$ cat config.mk
export PLATFORM = sky130hd
export DESIGN_NAME = idx_irq_ctrl
export DESIGN_NICKNAME = d
export VERILOG_FILES = /design/src/rtl/idx_irq_pkg.sv /design/src/rtl/idx_irq_src_state.sv /design/src/rtl/idx_irq_cpu_port.sv /design/src/rtl/idx_irq_ctrl.sv
export SDC_FILE = /design/constraint.sdc
export NUM_CORES = 1
export LEC_CHECK = 0
export ABC_CLOCK_PERIOD_IN_PS = 2400
export BUFFER_PORTS_ARGS = -buffer_cell sky130_fd_sc_hd__buf_2
export CAP_MARGIN = 20
export CORE_ASPECT_RATIO = 2
export CORE_MARGIN = 8
export CORE_UTILIZATION = 25
export CTS_BUF_LIST = sky130_fd_sc_hd__clkbuf_4 sky130_fd_sc_hd__clkbuf_8
export DETAILED_ROUTE_END_ITERATION = 12
export PLACE_DENSITY_LB_ADDON = 0.3
export SLEW_MARGIN = 5
export SYNTH_ARGS = -nofsm -noshare
export SYNTH_HDL_FRONTEND = slang
export SYNTH_SLANG_ARGS = --single-unit
$ cat constraint.sdc
create_clock -name clk_i -period 2.4 [get_ports clk_i]
set_input_delay 0.12 -clock clk_i [delete_from_list [all_inputs] [get_ports clk_i]]
set_output_delay 0.12 -clock clk_i [all_outputs]
set_load 0.1 [all_outputs]
$ cat src/rtl/idx_irq_pkg.sv
package idx_irq_pkg;
  localparam int unsigned ID_W = 10;
  localparam logic [ID_W-1:0] ID_IDLE = 10'd1023;

  localparam int unsigned OFS_CTRL    = 'h000;
  localparam int unsigned OFS_EN_SET  = 'h030;
  localparam int unsigned OFS_EN_CLR  = 'h034;
  localparam int unsigned OFS_ACK     = 'h044;
  localparam int unsigned OFS_MSK_SET = 'h048;
  localparam int unsigned OFS_MSK_CLR = 'h04C;
  localparam int unsigned OFS_ROUTE   = 'h100;

  typedef enum logic [1:0] {
    OP_NONE,
    OP_SET,
    OP_CLR
  } bit_op_e;
endpackage

$ cat src/rtl/idx_irq_src_state.sv
module idx_irq_src_state
  import idx_irq_pkg::*;
#(
  parameter int unsigned N_SRC = 32,
  parameter int unsigned N_CPU = 2,
  localparam int unsigned IDX_W = (N_SRC > 1) ? $clog2(N_SRC) : 1
) (
  input  logic             clk_i,
  input  logic             rst_ni,
  input  bit_op_e          en_op_i,
  input  logic [IDX_W-1:0] idx_i,
  input  logic             route_we_i,
  input  logic [IDX_W-1:0] route_idx_i,
  input  logic [N_CPU-1:0] route_data_i,
  output logic [N_SRC-1:0] en_o,
  output logic [N_CPU-1:0] route_o [N_SRC]
);

  logic [N_SRC-1:0] en_q;

  always_ff @(posedge clk_i or negedge rst_ni) begin
    if (!rst_ni) begin
      en_q <= '0;
    end else begin
      case (en_op_i)
        OP_SET:  en_q[idx_i] <= 1'b1;
        OP_CLR:  en_q[idx_i] <= 1'b0;
        default: ;
      endcase
    end
  end

  for (genvar s = 0; s < N_SRC; s++) begin : g_route
    logic [N_CPU-1:0] route_q;
    always_ff @(posedge clk_i or negedge rst_ni) begin
      if (!rst_ni) begin
        route_q <= '0;
      end else if (route_we_i && (route_idx_i == IDX_W'(s))) begin
        route_q <= route_data_i;
      end
    end
    assign route_o[s] = route_q;
  end

  assign en_o = en_q;

endmodule

$ cat src/rtl/idx_irq_cpu_port.sv
module idx_irq_cpu_port
  import idx_irq_pkg::*;
#(
  parameter int unsigned N_SRC = 32,
  localparam int unsigned IDX_W = (N_SRC > 1) ? $clog2(N_SRC) : 1
) (
  input  logic             clk_i,
  input  logic             rst_ni,
  input  bit_op_e          msk_op_i,
  input  logic [IDX_W-1:0] idx_i,
  input  logic [N_SRC-1:0] src_i,
  input  logic [N_SRC-1:0] en_i,
  input  logic [N_SRC-1:0] routed_i,
  output logic             irq_o,
  output logic [ID_W-1:0]  ack_id_o
);

  logic [N_SRC-1:0] msk_q;
  logic [N_SRC-1:0] qual;

  always_ff @(posedge clk_i or negedge rst_ni) begin
    if (!rst_ni) begin
      msk_q <= '1;
    end else begin
      case (msk_op_i)
        OP_SET:  msk_q[idx_i] <= 1'b1;
        OP_CLR:  msk_q[idx_i] <= 1'b0;
        default: ;
      endcase
    end
  end

  assign qual = src_i & en_i & ~msk_q & routed_i;

  // Lowest index wins: scan downward so the last hit is the smallest.
  always_comb begin
    ack_id_o = ID_IDLE;
    for (int i = N_SRC - 1; i >= 0; i--) begin
      if (qual[i]) ack_id_o = ID_W'(i);
    end
  end

  assign irq_o = |qual;

endmodule

$ cat src/rtl/idx_irq_ctrl.sv
module idx_irq_ctrl
  import idx_irq_pkg::*;
#(
  parameter int unsigned N_SRC  = 32,
  parameter int unsigned N_CPU  = 2,
  parameter int unsigned ADDR_W = 12,
  localparam int unsigned IDX_W = (N_SRC > 1) ? $clog2(N_SRC) : 1,
  localparam int unsigned CPU_W = (N_CPU > 1) ? $clog2(N_CPU) : 1
) (
  input  logic              clk_i,
  input  logic              rst_ni,
  input  logic [CPU_W-1:0]  cpu_i,
  input  logic [ADDR_W-1:0] addr_i,
  input  logic [31:0]       wdata_i,
  input  logic              we_i,
  input  logic              re_i,
  output logic [31:0]       rdata_o,
  input  logic [N_SRC-1:0]  src_i,
  output logic [N_CPU-1:0]  irq_o
);

  logic [N_SRC-1:0]  en_q;
  logic [N_CPU-1:0]  route [N_SRC];
  logic [ID_W-1:0]   ack_id [N_CPU];
  logic              idx_ok;
  logic              cpu_ok;
  logic [IDX_W-1:0]  idx;
  bit_op_e           en_op;
  bit_op_e           msk_op;
  logic [ADDR_W-1:0] route_ofs;
  logic              route_hit;
  logic [IDX_W-1:0]  route_idx;
  logic [31:0]       rd_val;
  logic [31:0]       rdata_q;

  assign idx_ok = (wdata_i < 32'(N_SRC));
  assign cpu_ok = (int'(cpu_i) < N_CPU);
  assign idx    = wdata_i[IDX_W-1:0];

  always_comb begin
    en_op  = OP_NONE;
    msk_op = OP_NONE;
    if (we_i && idx_ok) begin
      if (addr_i == ADDR_W'(OFS_EN_SET))  en_op  = OP_SET;
      if (addr_i == ADDR_W'(OFS_EN_CLR))  en_op  = OP_CLR;
      if (addr_i == ADDR_W'(OFS_MSK_SET)) msk_op = OP_SET;
      if (addr_i == ADDR_W'(OFS_MSK_CLR)) msk_op = OP_CLR;
    end
  end

  assign route_ofs = addr_i - ADDR_W'(OFS_ROUTE);
  assign route_hit = (addr_i >= ADDR_W'(OFS_ROUTE)) &&
                     (route_ofs < ADDR_W'(4 * N_SRC)) &&
                     (addr_i[1:0] == 2'b00);
  assign route_idx = route_ofs[IDX_W+1:2];

  idx_irq_src_state #(
    .N_SRC(N_SRC),
    .N_CPU(N_CPU)
  ) u_src_state (
    .clk_i       (clk_i),
    .rst_ni      (rst_ni),
    .en_op_i     (en_op),
    .idx_i       (idx),
    .route_we_i  (we_i && route_hit),
    .route_idx_i (route_idx),
    .route_data_i(wdata_i[N_CPU-1:0]),
    .en_o        (en_q),
    .route_o     (route)
  );

  for (genvar c = 0; c < N_CPU; c++) begin : g_cpu
    logic [N_SRC-1:0] routed;
    bit_op_e          op_c;

    for (genvar s = 0; s < N_SRC; s++) begin : g_col
      assign routed[s] = route[s][c];
    end

    assign op_c = (cpu_ok && (cpu_i == CPU_W'(c))) ? msk_op : OP_NONE;

    idx_irq_cpu_port #(
      .N_SRC(N_SRC)
    ) u_port (
      .clk_i   (clk_i),
      .rst_ni  (rst_ni),
      .msk_op_i(op_c),
      .idx_i   (idx),
      .src_i   (src_i),
      .en_i    (en_q),
      .routed_i(routed),
      .irq_o   (irq_o[c]),
      .ack_id_o(ack_id[c])
    );
  end

  always_comb begin
    rd_val = '0;
    if (addr_i == ADDR_W'(OFS_CTRL)) begin
      rd_val[11:2] = 10'(N_SRC);
    end else if (addr_i == ADDR_W'(OFS_ACK)) begin
      rd_val[ID_W-1:0] = cpu_ok ? ack_id[cpu_i] : ID_IDLE;
    end else if (route_hit) begin
      rd_val[N_CPU-1:0] = route[route_idx];
    end
  end

  always_ff @(posedge clk_i or negedge rst_ni) begin
    if (!rst_ni)   rdata_q <= '0;
    else if (re_i) rdata_q <= rd_val;
  end

  assign rdata_o = rdata_q;

endmodule

==> results of run 1 <==
[synth_stat cells (11+ instances only)]
cell      instances  area [µm²]
nor2_1           83         312
clkbuf_1         46         173
nand3_1          18        90.1
nand2b_1         11        68.8
nand4_1          20         125
nor4_1           18         113
o31ai_1          66         495
dfstp_2          64        1680
buf_4            27         203
a21oi_1          44         220
nand2_1          58         218
dfrtp_1         103        2580
o21ai_0          71         355
nor3_1           34         170
mux2_2           65         732
nand4b_1         65         569
[power breakdown]
part	total, mW	internal, mW	switching, mW
Combinational	0.549	0.125	0.424
Clock	2.17	0.891	1.28
Sequential	2.83	2.83	0.00603
Total	5.55	3.84	1.71
[worst min-delay path by stage]
| stage | startpoint | to | slack [ns] | cells past startpoint |
|---|---|---|---|---|
| after floorplan | rst_ni | asynchronous set/reset pin | -0.18 | 0 |
| after global placement | rst_ni | asynchronous set/reset pin | 0.21 | 1 |
| after detailed placement | rst_ni | asynchronous set/reset pin | 0.21 | 1 |
| after CTS | addr_i[8] | rdata_o[7] | 0.04 | 4 |
| after global routing | addr_i[8] | rdata_o[7] | 0.07 | 4 |
| final | addr_i[8] | rdata_o[7] | 0.03 | 4 |
[cell usage in the layout (no fill, tap or decap), drive strengths merged, types with 5 or more instances in the layout]
cell type	Yosys	layout
clkbuf	46	17
nor4	18	18
a21oi	44	44
dfrtp	103	103
conb	1	22
nand2	58	58
and4b	5	5
inv	7	16
o31ai	66	66
nand2b	11	11
nand4b	65	65
nand4	20	20
nand3	19	19
mux4	20	20
buf	35	162
o21ai	72	72
nor2	83	83
mux2	66	66
dfstp	64	64
nor2b	5	5
nor3	34	34
[cell type report]
class / instances / area (µm²) / area share
diodes: 2 / 5.00 / 0.000451
clock buffers: 17 / 234 / 0.0211
clock inverters: 15 / 181 / 0.0163
inverters: 7 / 26.3 / 0.00237
multi-input cells: 656 / 4620 / 0.416
flip-flops and latches: 167 / 4260 / 0.384
well taps: 454 / 568 / 0.0512
repair buffers: 164 / 1200 / 0.108
[kinds of logic (layout without fill, tap and decap cells)]
logic type	after synthesis	count (layout)	share of synthesized area
simple gates	334	334	0.204
compound gates	210	210	0.142
flops	167	167	0.464
buf+inv	88	203	0.0496
mux	87	87	0.136
fa+ha+maj	3	3	0.00409
other cells	1	24	0.000409
[worst reg2reg max path, stage by stage, from the launching register on]
cell and delay (ns):
dfstp_2 0.55, and4b_1 0.19, o211ai_1 0.35, a31oi_1 0.18, o31ai_1 0.40, a211oi_1 0.13
and4b_1 0.31, o221ai_2 0.09
[per-layer routing]
metal	vias to the layer above	part of all wire	routed length [µm]
li1	3584	-	-
met1	3779	0.33	11500
met2	263	0.54	18800
met3	96	0.049	1700
met4	2	0.073	2520
met5	-	0.00023	8
[repair_timing]
| action | 4_1_cts | 5_1_grt |
|---|---|---|
| gates resized for setup | 7 | 14 |
| pin swaps | 5 | 9 |
| setup endpoints to repair | 2 | 52 |
| buffers inserted | 12 | 8 |
| hold endpoints to repair | 44 | 0 |
| hold buffers | 2 | 0 |
==> impl_metrics.env, run 1 <==
export IMPL_cts_max_level=4
export IMPL_gp_congestion=0.905
export IMPL_avgSynthCellArea_um2=10.3
export IMPL_r2r_end="rdata_o[0]"
export IMPL_fin_nets=1097
export IMPL_layout_drive_gt1_share=0.344
export IMPL_final_setup_tns_ns=-0.0487
export IMPL_hold_viol=0
export IMPL_ys_ff_latch=167
export IMPL_setup_viol=1
export IMPL_synth_area_um2=9180
export IMPL_path_class="flip-flop to output pin"
export IMPL_synth_edf_count=0
export IMPL_core_area_um2=36300
export IMPL_routedWlPerCell_um=23.3
export IMPL_track_usage=0.159
export IMPL_reg2regPathDepth=7
export IMPL_tightest_slew_ns=0.833
export IMPL_yosysWarnings=0
export IMPL_synth_yosys_seq_area_share=0.464
export IMPL_cp_data_required_time_ns=2.28
export IMPL_routed_wl_um=34500
export IMPL_cts_sinks=167
export IMPL_post_place_cells=1426
export IMPL_max_cap_violations=0
export IMPL_path_buf_inv=1
export IMPL_dominantRegCellSynth="dfrtp_1"
export IMPL_critical_path_top_delay_family="simple AND/OR/NAND/NOR gates"
export IMPL_hold_path_class="primary input to flip-flop"
export IMPL_grt_max_degree=78
export IMPL_die_h_um=287
export IMPL_finalNonFillerCells=1482
export IMPL_dr_first_iter_drc_count=543
export IMPL_crit_path_start_kind="flip-flop"
export IMPL_fp_dieArea_um2=43500
export IMPL_path_clk_slew_ns=0.11
export IMPL_met2_usage=0.297
export IMPL_vias=7724
export IMPL_slew_headroom=0.444
export IMPL_clk_latency_ns=0.49
export IMPL_cts_buffer_depth=2
export IMPL_violations="setup timing"
export IMPL_drt_first_pass_iters=6
export IMPL_finalPower_mw=5.55
export IMPL_async_reset_ff_frac=1.00
export IMPL_grt_pass1_wl_um=50300
export IMPL_drv_slew=0
export IMPL_grt_antenna_before_repair=3
export IMPL_detailed_place_area_um2=10400
export IMPL_boundaryPins=115
export IMPL_crit_cells=5
export IMPL_cts_tree="done"
export IMPL_final_util=0.306
export IMPL_cp_cell_sequence="nand4b_1 -> nand4_1 -> nor4_2 -> nand3_2 -> buf_12"
export IMPL_fin_ws_ns=-0.0487
export IMPL_cp_slowest_stage_delay_ns=0.54
export IMPL_vias_per_cell=5.21
export IMPL_whs_ns=0.0309
export IMPL_cts_root_buf="clkbuf_8"
export IMPL_clock_skew_ns=0.0167
export IMPL_regToRegSetupSlack_ns=0.06
export IMPL_cts_made_buffers=17
export IMPL_p_leak_nw=4.76
export IMPL_period_share=1.02
export IMPL_ir_worst_vdd_uv=298
export IMPL_arrival_ns=2.33
export IMPL_final_area_um2=11100
export IMPL_rsz0062_at_grt="true"
export IMPL_syn_to_final_growth_pct=20.9
export IMPL_crit_path_end="irq_o[0]"
export IMPL_status="finished, violations left"
export IMPL_portBuffers=92
export IMPL_gr_total_overflow=0
export IMPL_antenna_left=0
export IMPL_grt_pass1_vias=8146
export IMPL_min_period_ns=2.45
export IMPL_critPathMaxFanout=2
export IMPL_synth_cells=890
export IMPL_grt_busiest_layer="met2"
export IMPL_met1_usage=0.145
export IMPL_fmax_ghz=0.408
export IMPL_met3_usage=0.0284
export IMPL_endpoint_kind="output pin"
export IMPL_power_density_nw_per_um2=500
export IMPL_rows=99
export IMPL_start_util=0.253
export IMPL_hpwl_um=26300
export IMPL_drc_errors=0
export IMPL_fp_dieW_um=151
export IMPL_place_ws_ns=-0.327
export IMPL_cp_slowest_cell="dfstp_2"
export IMPL_fillers=3735
export IMPL_ys_types=56
Note: power is estimated with default switching activity, not from simulation.
==> inputs of run 2 (changes only) <==
--- a/config.mk
+++ b/config.mk
@@ -8,12 +8,14 @@
 export ABC_CLOCK_PERIOD_IN_PS = 2400
 export BUFFER_PORTS_ARGS = -buffer_cell sky130_fd_sc_hd__buf_2
 export CAP_MARGIN = 20
+export CELL_PAD_IN_SITES_DETAIL_PLACEMENT = 1
+export CELL_PAD_IN_SITES_GLOBAL_PLACEMENT = 2
 export CORE_ASPECT_RATIO = 2
 export CORE_MARGIN = 8
 export CORE_UTILIZATION = 25
 export CTS_BUF_LIST = sky130_fd_sc_hd__clkbuf_4 sky130_fd_sc_hd__clkbuf_8
 export DETAILED_ROUTE_END_ITERATION = 12
-export PLACE_DENSITY_LB_ADDON = 0.3
+export PLACE_DENSITY = 0.67
 export SLEW_MARGIN = 5
 export SYNTH_ARGS = -nofsm -noshare
 export SYNTH_HDL_FRONTEND = slang
==> run 2 against run 1 <==
The run now ends clean. Clock power decreased by 2%. Power decreased by 0.67%. Clock skew decreased by 0.0059 ns. Design area decreased by 0.12%. Die area unchanged. Non-clock buffer count decreased by 1. Fmax increased by 2.7%. Sequential cell count unchanged. Register-to-register slack improved by 0.04 ns. Utilization about the same. Combinational power about the same. Final cell count decreased by 0.13%. Critical path type unchanged. Highest routed layer is now met4.
==> impl_metrics.env, run 2 (synthesized netlist as in run 1, its figures left out) <==
export IMPL_routed_wl_um=36200
export IMPL_final_area_um2=11100
export IMPL_drt_first_pass_iters=4
export IMPL_ir_worst_vdd_uv=363
export IMPL_dr_wl_met3_um=1350
export IMPL_layout_drive_gt1_share=0.340
export IMPL_cts_root_buf="clkbuf_8"
export IMPL_dr_wl_met2_um=20200
export IMPL_clock_skew_ns=0.0108
export IMPL_cts_buffer_depth=2
export IMPL_max_cap_violations=0
export IMPL_min_period_ns=2.38
export IMPL_final_util=0.305
export IMPL_syn_to_final_growth_pct=20.8
export IMPL_grt_max_degree=66
export IMPL_slew_headroom=0.542
export IMPL_cts_made_buffers=17
export IMPL_hpwl_um=28200
export IMPL_cp_data_required_time_ns=2.28
export IMPL_p_leak_nw=4.74
export IMPL_gp_congestion=0.874
export IMPL_hold_viol=0
export IMPL_setup_viol=0
export IMPL_power_density_nw_per_um2=497
export IMPL_tightest_slew_ns=0.687
export IMPL_critical_path_top_delay_family="simple AND/OR/NAND/NOR gates"
export IMPL_cp_slowest_cell="dfstp_2"
export IMPL_fp_dieArea_um2=43500
export IMPL_regToRegSetupSlack_ns=0.10
export IMPL_layout_common_cells="dfrtp_1 (103), buf_2 (89), nor2_1 (83), o21ai_0 (71), o31ai_1 (66)"
export IMPL_cts_tree="done"
export IMPL_path_class="flip-flop to output pin"
export IMPL_grt_antenna_before_repair=1
export IMPL_crit_path_start_kind="flip-flop"
export IMPL_grt_pass1_wl_um=53600
export IMPL_portBuffers=92
export IMPL_rsz0062_at_grt="true"
export IMPL_cts_max_level=4
export IMPL_dr_first_iter_drc_count=304
export IMPL_arrival_ns=2.26
export IMPL_fp_dieW_um=151
export IMPL_fmax_ghz=0.419
export IMPL_track_usage=0.170
export IMPL_path_clk_slew_ns=0.09
export IMPL_hp_start="cpu_i"
export IMPL_period_share=0.994
export IMPL_drv_slew=0
export IMPL_vias=7781
export IMPL_die_h_um=287
export IMPL_antenna_left=0
export IMPL_routedWlPerCell_um=24.5
export IMPL_clk_latency_ns=0.50
export IMPL_vias_per_cell=5.26
export IMPL_status="complete, no violations"
export IMPL_cp_slowest_stage_delay_ns=0.53
export IMPL_detailed_place_area_um2=10400
export IMPL_cp_cell_sequence="nand4b_1 -> nand4_1 -> nor4_2 -> nand3_1 -> buf_6"
export IMPL_gr_total_overflow=0
export IMPL_fin_nets=1096
export IMPL_boundaryPins=115
export IMPL_grt_pass1_vias=8529
export IMPL_r2r_end="rdata_o[7]"
export IMPL_drt_met1_wl_um=12500
export IMPL_hold_path_class="primary input to flip-flop"
export IMPL_start_util=0.253
export IMPL_final_setup_tns_ns=0
export IMPL_endpoint_kind="output pin"
export IMPL_whs_endpoint="rdata_o[2]"
export IMPL_cts_sinks=167
export IMPL_reg2regPathDepth=9
export IMPL_path_buf_inv=1
export IMPL_rows=99
export IMPL_hold_path_cell_count=2
export IMPL_drc_errors=0
export IMPL_top_layer="met4"
export IMPL_core_area_um2=36300
export IMPL_critPathMaxFanout=3
export IMPL_mostFrequentLayoutCell="dfrtp_1"
## run 2: repair_timing
action / CTS / global route
setup endpoints to repair: 2 / 3
pin swaps: 6 / 6
resized for setup: 8 / 7
buffers inserted: 10 / 8
hold buffers: 3 / 0
endpoints found under the hold margin: 43 / 0
## run 2: worst max path at each step
stage / start / to / slack (ns) / cells after the start
final: flip-flop / irq_o[1] / 0.02 / 5
after global routing: flip-flop / irq_o[1] / -0.08 / 5
after CTS: flip-flop / irq_o[0] / 0.002 / 6
after detailed placement: addr_i[0] / flip-flop / -0.22 / 12
after global placement: addr_i[0] / flip-flop / -0.18 / 12
after floorplan: addr_i[1] / flip-flop / 0.07 / 10
## run 2: power by group
part | total (mW) | switching (mW) | internal (mW)
sequential | 2.83 | 0.00609 | 2.82
clock | 2.13 | 1.11 | 1.02
combinational | 0.550 | 0.424 | 0.126
## run 2: area by class of cell
cell class | instances | area, µm²
diodes | 1 | 2.50
fillers | 4083 | 25200
multi-input cells | 656 | 4590
well taps | 454 | 568
repair buffers | 163 | 1230
inverters | 7 | 26.3
clock inverters | 10 | 123
clock buffers | 22 | 284
flip-flops and latches | 167 | 4260
## run 2: worst reg2reg max path: stages (launching register included)
cell	delay, ns
dfstp_2	0.53
nand4b_1	0.26
nand4_1	0.25
nor4_2	0.36
buf_4	0.16
buf_4	0.10
nand4_1	0.09
a21oi_1	0.27
a21oi_1	0.08
a21oi_1	0.14
## run 2: metal layers
metal  vias up  global-route usage
met4         0               0.112
met3        76              0.0276
li1       3570                   -
met1      3927               0.160
met5         -                   0
met2       208               0.325
## run 2: metrics by stage
stage	power, mW	instances	setup slack (ns)	hold slack [ns]
after CTS	5.59	1471	0.00153	0.00790
after global placement	3.43	1426	-0.180	0.172
after detailed placement	3.43	1426	-0.222	0.181
after global routing	5.71	1480	-0.0849	0.0691
after floorplan	3.19	911	0.0745	-0.176
final	5.51	1480	0.0153	0.0523
